### src/rtl/oc_mon_pkg.sv
package oc_mon_pkg;
    typedef enum logic [1:0] {
        THR_IDLE   = 2'd0,
        THR_ACTIVE = 2'd1,
        THR_HOLD   = 2'd2
    } thr_state_e;
endpackage

### src/rtl/oc_sync.sv
// Synchroniser with polarity applied at the input; reports level and rising event.
module oc_sync #(
    parameter int STAGES = 2
) (
    input  logic clk,
    input  logic rst_n,
    input  logic raw,
    input  logic active_low,
    output logic lvl,
    output logic evt
);
    logic [STAGES-1:0] chain;
    logic              prev;

    generate
        if (STAGES == 1) begin : g_one
            always_ff @(posedge clk or negedge rst_n) begin
                if (!rst_n) chain <= '0;
                else        chain <= raw ^ active_low;
            end
        end else begin : g_many
            always_ff @(posedge clk or negedge rst_n) begin
                if (!rst_n) chain <= '0;
                else        chain <= {chain[STAGES-2:0], raw ^ active_low};
            end
        end
    endgenerate

    always_ff @(posedge clk or negedge rst_n) begin
        if (!rst_n) prev <= 1'b0;
        else        prev <= chain[STAGES-1];
    end

    assign lvl = chain[STAGES-1];
    assign evt = chain[STAGES-1] & ~prev;
endmodule

### src/rtl/oc_event_counter.sv
// Event counter with threshold interrupt and inactivity clear.
module oc_event_counter #(
    parameter int CNT_W  = 8,
    parameter int FILT_W = 24
) (
    input  logic              clk,
    input  logic              rst_n,
    input  logic              evt,
    input  logic              irq_en,
    input  logic [CNT_W-1:0]  threshold,
    input  logic [FILT_W-1:0] filter,
    output logic              irq
);
    logic [CNT_W-1:0]  count;
    logic [FILT_W-1:0] idle_t;
    logic              hit;
    logic              expire;
    logic              filt_on;

    assign hit     = ({1'b0, count} + 1'b1) >= {1'b0, threshold};
    assign filt_on = (filter != '0);
    assign expire  = filt_on && (({1'b0, idle_t} + 1'b1) >= {1'b0, filter});

    always_ff @(posedge clk or negedge rst_n) begin
        if (!rst_n) begin
            count  <= '0;
            idle_t <= '0;
            irq    <= 1'b0;
        end else if (evt) begin
            idle_t <= '0;
            irq    <= hit & irq_en;
            count  <= hit ? '0 : count + 1'b1;
        end else begin
            irq <= 1'b0;
            if (expire) begin
                count  <= '0;
                idle_t <= '0;
            end else if (filt_on) begin
                idle_t <= idle_t + 1'b1;
            end
        end
    end
endmodule

### src/rtl/oc_throttle_fsm.sv
// Throttle state machine with post-deassertion hold timer.
module oc_throttle_fsm
    import oc_mon_pkg::*;
#(
    parameter int HOLD_W     = 16,
    parameter int CLK_PER_US = 250
) (
    input  logic              clk,
    input  logic              rst_n,
    input  logic              lvl,
    input  logic [HOLD_W-1:0] hold_us,
    output logic              throttle
);
    localparam int MUL_W = $clog2(CLK_PER_US + 1);
    localparam int TMR_W = HOLD_W + MUL_W;

    thr_state_e        state, state_nx;
    logic [TMR_W-1:0]  hold_cyc;
    logic [TMR_W-1:0]  tmr;

    assign hold_cyc = TMR_W'(hold_us) * TMR_W'(CLK_PER_US);

    always_ff @(posedge clk or negedge rst_n) begin
        if (!rst_n) state <= THR_IDLE;
        else        state <= state_nx;
    end

    always_comb begin
        state_nx = state;
        unique case (state)
            THR_IDLE:   if (lvl) state_nx = THR_ACTIVE;
            THR_ACTIVE: if (!lvl) state_nx = (hold_cyc == '0) ? THR_IDLE : THR_HOLD;
            THR_HOLD: begin
                if (lvl)              state_nx = THR_ACTIVE;
                else if (tmr == '0)   state_nx = THR_IDLE;
            end
            default:    state_nx = THR_IDLE;
        endcase
    end

    always_ff @(posedge clk or negedge rst_n) begin
        if (!rst_n) begin
            tmr <= '0;
        end else if (state == THR_ACTIVE && !lvl && hold_cyc != '0) begin
            tmr <= hold_cyc - 1'b1;
        end else if (state == THR_HOLD && tmr != '0) begin
            tmr <= tmr - 1'b1;
        end
    end

    always_comb begin
        throttle = (state != THR_IDLE);
    end
endmodule

### src/rtl/oc_alarm_monitor.sv
module oc_alarm_monitor #(
    parameter int CNT_W       = 8,
    parameter int FILT_W      = 24,
    parameter int HOLD_W      = 16,
    parameter int CLK_PER_US  = 250,
    parameter int SYNC_STAGES = 2
) (
    input  logic              clk,
    input  logic              rst_n,
    input  logic              alarm_raw,
    input  logic              cfg_active_low,
    input  logic              cfg_irq_en,
    input  logic [CNT_W-1:0]  cfg_threshold,
    input  logic [FILT_W-1:0] cfg_filter,
    input  logic [HOLD_W-1:0] cfg_hold_us,
    output logic              throttle_o,
    output logic              irq_o
);
    logic alarm_lvl;
    logic alarm_evt;

    oc_sync #(.STAGES(SYNC_STAGES)) u_sync (
        .clk        (clk),
        .rst_n      (rst_n),
        .raw        (alarm_raw),
        .active_low (cfg_active_low),
        .lvl        (alarm_lvl),
        .evt        (alarm_evt)
    );

    oc_event_counter #(.CNT_W(CNT_W), .FILT_W(FILT_W)) u_cnt (
        .clk       (clk),
        .rst_n     (rst_n),
        .evt       (alarm_evt),
        .irq_en    (cfg_irq_en),
        .threshold (cfg_threshold),
        .filter    (cfg_filter),
        .irq       (irq_o)
    );

    oc_throttle_fsm #(.HOLD_W(HOLD_W), .CLK_PER_US(CLK_PER_US)) u_fsm (
        .clk      (clk),
        .rst_n    (rst_n),
        .lvl      (alarm_lvl),
        .hold_us  (cfg_hold_us),
        .throttle (throttle_o)
    );
endmodule

### config.mk
export PLATFORM = sky130hd
export DESIGN_NAME = oc_alarm_monitor
export DESIGN_NICKNAME = d
export VERILOG_FILES = /design/src/rtl/oc_mon_pkg.sv /design/src/rtl/oc_sync.sv /design/src/rtl/oc_event_counter.sv /design/src/rtl/oc_throttle_fsm.sv /design/src/rtl/oc_alarm_monitor.sv
export SDC_FILE = /design/constraint.sdc
export NUM_CORES = 1
export LEC_CHECK = 0
export CAP_MARGIN = 0
export CELL_PAD_IN_SITES_DETAIL_PLACEMENT = 0
export CELL_PAD_IN_SITES_GLOBAL_PLACEMENT = 1
export CORE_ASPECT_RATIO = 1.4
export CORE_UTILIZATION = 30
export CTS_CLUSTER_SIZE = 30
export DETAILED_ROUTE_END_ITERATION = 10
export DONT_BUFFER_PORTS = 1
export GPL_TIMING_DRIVEN = 1
export PLACE_DENSITY_LB_ADDON = 0.1
export SETUP_SLACK_MARGIN = 0.1
export SYNTH_ARGS = -nofsm -noshare
export SYNTH_HDL_FRONTEND = slang
export SYNTH_SLANG_ARGS = --single-unit
### constraint.sdc
create_clock -name clk -period 3.8 [get_ports clk]
set_input_delay 1.14 -clock clk [delete_from_list [all_inputs] [get_ports clk]]
set_output_delay 1.14 -clock clk [all_outputs]
set_load 0.01 [all_outputs]
# After elaboration in Yosys (flattened, before gate mapping)
# Cells that the tools add are included.
# W data, S select, Z words.
classes:
  n_addsub: 6
  n_reduce_logical: 16
  eq_ne: 5
  n_bitwise: 4
  order_cmp: 2
  mux: 15
  mul: 1
op_table:
  columns: ["op", "count"]
  rows:
  - ["$mux W24", 5]
  - ["$reduce_bool A24 Y1", 3]
  - ["$logic_not A24 Y1", 2]
  - ["$sub A24 B1 Y24 const B", 2]
  - ["$add A24 B1 Y25 const B", 1]
  - ["$ge A25 B24 Y1", 1]
  - ["$add A24 B1 Y24 const B", 1]
  - ["$mux W8", 3]
  - ["$mul A16 B7 Y23 const B", 1]
  - ["$mux W2", 5]
  - ["$add A8 B1 Y9 const B", 1]
  - ["$ge A9 B8 Y1", 1]
  - ["$add A8 B1 Y8 const B", 1]
  - ["$pmux W2 S3", 1]
  - ["$reduce_bool A2 Y1", 3]
  - ["$logic_and A1 B1 Y1", 4]
  - ["$ne A2 B2 Y1 const B", 2]
  - ["$ne A3 B2 Y1 const B", 1]
  - ["$reduce_and A3 Y1", 1]
  - ["$reduce_bool A3 Y1", 1]
  - ["$and A1 B1 Y1", 2]
  - ["$eq A2 B1 Y1 const B", 1]
  - ["$eq A2 B2 Y1 const B", 1]
  - ["$logic_not A2 Y1", 1]
  - ["other kinds (4)", 4]
totals:
  ff_bits: 62
  out_inout_bits: 2

# Logic depth before layout (Yosys ltp)
depth:
  ltp_word: 5
  depth_mapped: 22
  depth_no_buf: 19

# By module
# Synthesis repeated with hierarchy kept, for this count alone.
hier_totals:
  cells_unflattened: 876
  hier_area_um2: 7846.3
modules_own_cells:
  columns: ["module", "n_inst", "cells_each", "area_each_um2", "seq_area_each_um2"]
  rows:
  - ["oc_throttle_fsm", 1, 535, 4947.2, 650.6]
  - ["oc_event_counter", 1, 336, 2808.9, 825.8]
  - ["oc_sync", 1, 5, 90.1, 75.1]

# Worst setup path before layout
# OpenSTA, ideal clock, no wires.
synth_timing:
  path_kind: "input to register"
  start: "input cfg_hold_us[0]"
  end: "register u_fsm.tmr[20]"
  arrival_time_ns: 6.311
  path_stages: 18
  n_path_buf: 1
  setup_slack_ns: -2.637
  path_cell_list: "fa_1 fa_1 inv_1 fa_1 fa_1 inv_1 ha_1 or2_2 a41o_1 o21a_1 a41oi_2 xnor2_1 or3_1 or3b_4 o31ai_4 buf_6 nor2_1 a311o_1"
synth_between:
  elab_chain_cells: 4
synth_lines:
  columns: ["element", "line", "source"]
  rows:
  - ["from (decl)", "oc_alarm_monitor.sv:15", "input logic [HOLD_W-1:0] cfg_hold_us,"]
  - ["$mul A16 B7 Y23 *", "oc_throttle_fsm.sv:21", "assign hold_cyc = TMR_W'(hold_us) * TMR_W'(CLK_PER_US);"]
  - ["parallel branches: the longest is 3 deep, another holds $sub A24 B1 Y24", null, null]
  - ["to (signal assigned)", "oc_throttle_fsm.sv:45", "tmr <= hold_cyc - 1'b1;"]
  - ["to (signal assigned)", "oc_throttle_fsm.sv:47", "tmr <= tmr - 1'b1;"]
  - ["to (decl)", "oc_throttle_fsm.sv:19", "logic [TMR_W-1:0] tmr;"]
# Mark *: on every way between the ends.
# A chain may end at the register's enable or synchronous reset.

# Worst setup path in the final report
layout_timing:
  start: "input cfg_hold_us[0]"
  end: "register u_fsm.tmr[22]"
# Same word-level chain as after synthesis.

==> out/results.ini <==
[timing]
hold_viol_final = 0
setup_viol = 25
fin_worst_skew_ns = 0.01018
fin_ws_ns = -2.143
report.final.slew_viol_count = 0
rsz0062_at_grt = yes
worstMarginPinSlew_ns = 0.6898
fmax_ghz = 0.1683
post-route-period-util_pct = 156.4
finalCriticalPeriod_ns = 5.943
relSlewSlack_pct = 53.36

[global_route]
grt_usage_pct = 16.49
grt_max_degree = 63
grt_overflow = 0
grt_pass1_wl_mm = 33.89
grt_pass1_vias = 7124
antenna_found_initial = 0

[synth]
synth_area_per_cell_sq_um = 8.557
ys_types = 67
synthesis.nets = 1086
synth-seq-cells = 62
synth_cells = 889
ys_async_sr_fraction_pct = 100.0
synth_warnings = 0
synth_flop_cell = dfrtp_1
synth_area_sq_mm = 0.007607
synth-edff-count = 0
seq_area_frac_synth_pct = 20.39

[floorplanning]
rows = 68
dieArea_sq_mm = 0.02601
fp.dieW_microns = 136.6
core_sq_mm = 0.02476
io_pins = 55
start_util_pct = 30.73
die_h_microns = 190.4

[cts]
cts_tree = done
cts.sinks = 62
htreeDepth = 3
holdBufCountCts = 0
clockBufferDepth = 2
cts_root_buffer = clkbuf_16
clk-insertion-delay-late_ns = 0.34
cts_buffers = 9
clk_pin_slew_ns = 0.06

[finish]
final_area_sq_mm = 0.009926
nets = 1242
diodes = 0
stdcell_count = 1365
final_common_cell = buf_4
layout-drive-gt1-share_pct = 25.71
layout_common_cells = buf_4 (154), inv_1 (113), ha_1 (81), nand2_1 (69), dfrtp_1 (61)
syn_to_final_growth_pct = 30.48

[min_path]
hp-start = u_sync.chain[0]
holdPathEnd = u_sync.chain[1]
hold_class = reg -> reg
hold-path-cell-count = 0

[worst_setup_path]
crit_fanout = 8
crit_required_ns = 4.01
cp-start-kind = input pin
critPathKind = in -> reg
reg2reg_from = u_cnt.idle_t[9]
arrival_ns = 6.15
r2r-end = u_cnt.idle_t[20]
rrSetupSlack_ns = 0.26
critPathCaptureType = flop
r2r_cells = 16

[place]
io_buffer_count = 0
dp_hpwl_mm = 16.91
dp.cells = 1321
dpl_cell_area_sq_mm = 0.009050
gp_congestion = 0.8435

[flow_run]
maxCapViolCount = 0

[route]
drcViolationCount = 0
ant_nets = 0
drt_wl_total_mm = 20.46
drtPass1Iterations = 6
vias = 6735
avgViaCountPerCell = 4.934
drt_iter0_drc = 128
wire_per_inst_microns = 14.99

[power]
vdd_drop_max_uv = 418.8
p_per_area_mw_per_mm2 = 865.5
p_leak_nw = 4.671

[run_status]
run_status = finished with violations
violations = setup timing

[per-layer routing]
| layer | GRT usage [%] | vias to the layer above | wire [microns] |
|---|---|---|---|
| met5 | 0 | - | 0 |
| li1 | - | 3368 | - |
| met4 | 6.197 | 0 | 471 |
| met2 | 33.33 | 76 | 11660 |
| met1 | 16.95 | 3267 | 7899 |
| met3 | 1.435 | 24 | 430 |
[how the worst max path moves through the flow]
stage	startpoint	end	slack, ns	cells after the start
finish	cfg_hold_us[0]	u_fsm.tmr[22]	-2.14	19
global route	cfg_hold_us[0]	u_fsm.tmr[23]	-2.33	19
CTS	cfg_hold_us[0]	u_fsm.tmr[22]	-2.12	19
detailed placement	cfg_hold_us[6]	u_fsm.tmr[22]	-2.56	18
global placement	cfg_hold_us[6]	u_fsm.tmr[20]	-2.44	18
floorplan	cfg_hold_us[2]	u_fsm.tmr[20]	-2.18	18
[per-stage QoR]
stage	TNS [ns]	utilization (%)	setup WS (ns)	power (mW)	hold slack (ns)
after floorplan	-51.88	-	-2.177	4.628	0.3312
after global placement	-59.85	36.55	-2.438	6.938	0.3761
after detailed placement	-62.17	36.55	-2.558	7.014	0.3497
after CTS	-50.38	38.71	-2.123	8.296	0.3855
after global routing	-54.35	40.09	-2.332	9.409	0.4005
final	-50.44	40.09	-2.143	8.591	0.3841
[synthesized netlist by cell type, types with 4 or more instances]
cell,count,share of area (%)
nand3_1,31,2.0
o41ai_1,5,0.58
or4_1,5,0.49
xor2_1,29,3.3
o31ai_1,6,0.59
nor3b_1,4,0.39
or3_1,6,0.49
xnor2_1,41,4.7
or2_2,11,0.90
o21ai_0,57,3.7
dfrtp_1,62,20
a21oi_1,28,1.8
nor4_1,16,1.3
nor2_1,64,3.2
ha_1,90,15
nand2_1,74,3.7
mux2i_1,4,0.53
and3_1,9,0.74
clkbuf_1,17,0.84
o221ai_1,5,0.58
nor3_1,18,1.2
nand2b_1,19,1.6
and2_1,5,0.41
nor2b_1,10,0.82
o211ai_1,6,0.59
o21a_1,9,0.89
nand4_1,9,0.74
fa_1,54,14
a21o_1,10,0.99
inv_1,119,5.9
a211o_1,6,0.69
o22ai_1,4,0.33
a22o_1,4,0.46
[report_power, final]
group	switching (mW)	leakage [nW]	total [mW]	internal, mW
sequential	0.204	0.774	1.07	0.865
clock	0.315	0.141	0.818	0.502
combinational	3.11	3.76	6.70	3.60
[sequential cells by signal (all words and copies together), names as in the netlist]
register	count
u_cnt.count	8
u_cnt.idle_t	24
u_cnt.irq	1
u_fsm.state	2
u_fsm.tmr	24
u_sync.chain	2
u_sync.prev	1
[worst max-delay path, cell delays in order]
cell	delay (ns)
fa_1	0.52
fa_1	0.49
inv_1	0.05
fa_1	0.44
fa_1	0.50
inv_2	0.05
ha_4	0.21
or2_4	0.23
a41o_4	0.28
o211a_4	0.24
o211ai_1	0.17
nand4b_1	0.13
or3_4	0.40
or3b_4	0.44
o31ai_4	0.21
buf_4	0.17
buf_8	0.12
nor2_1	0.05
a311o_1	0.28
[layout make-up]
type | instances | area, sq um
fill | 2525 | 14830
multi-input combinational | 687 | 5932
sequential | 62 | 1553
timing repair buffer | 166 | 1299
inverter | 119 | 457.9
tap | 315 | 394.1
clock buffer | 9 | 225.2
clock inverter | 7 | 65.06
[kinds of logic after synthesis]
logic type | count (synthesis) | share of synthesized area [%]
AOI/OAI and AO/OA | 174 | 15.35
xor gates and xnor gates | 70 | 8.059
adders and majority gates | 144 | 29.01
buffers and inverters | 140 | 7.089
DFF | 62 | 20.39
muxes | 5 | 0.6744
and+or+nand+nor | 294 | 19.42
[timing repair]
item / CTS / global route
gates resized for setup: 25 / 62
endpoints found under the setup margin: 48 / 57
gates cloned: 1 / 0
setup buffers: 15 / 13
pin swaps: 7 / 23
Note: power is estimated with default switching activity, not from simulation.
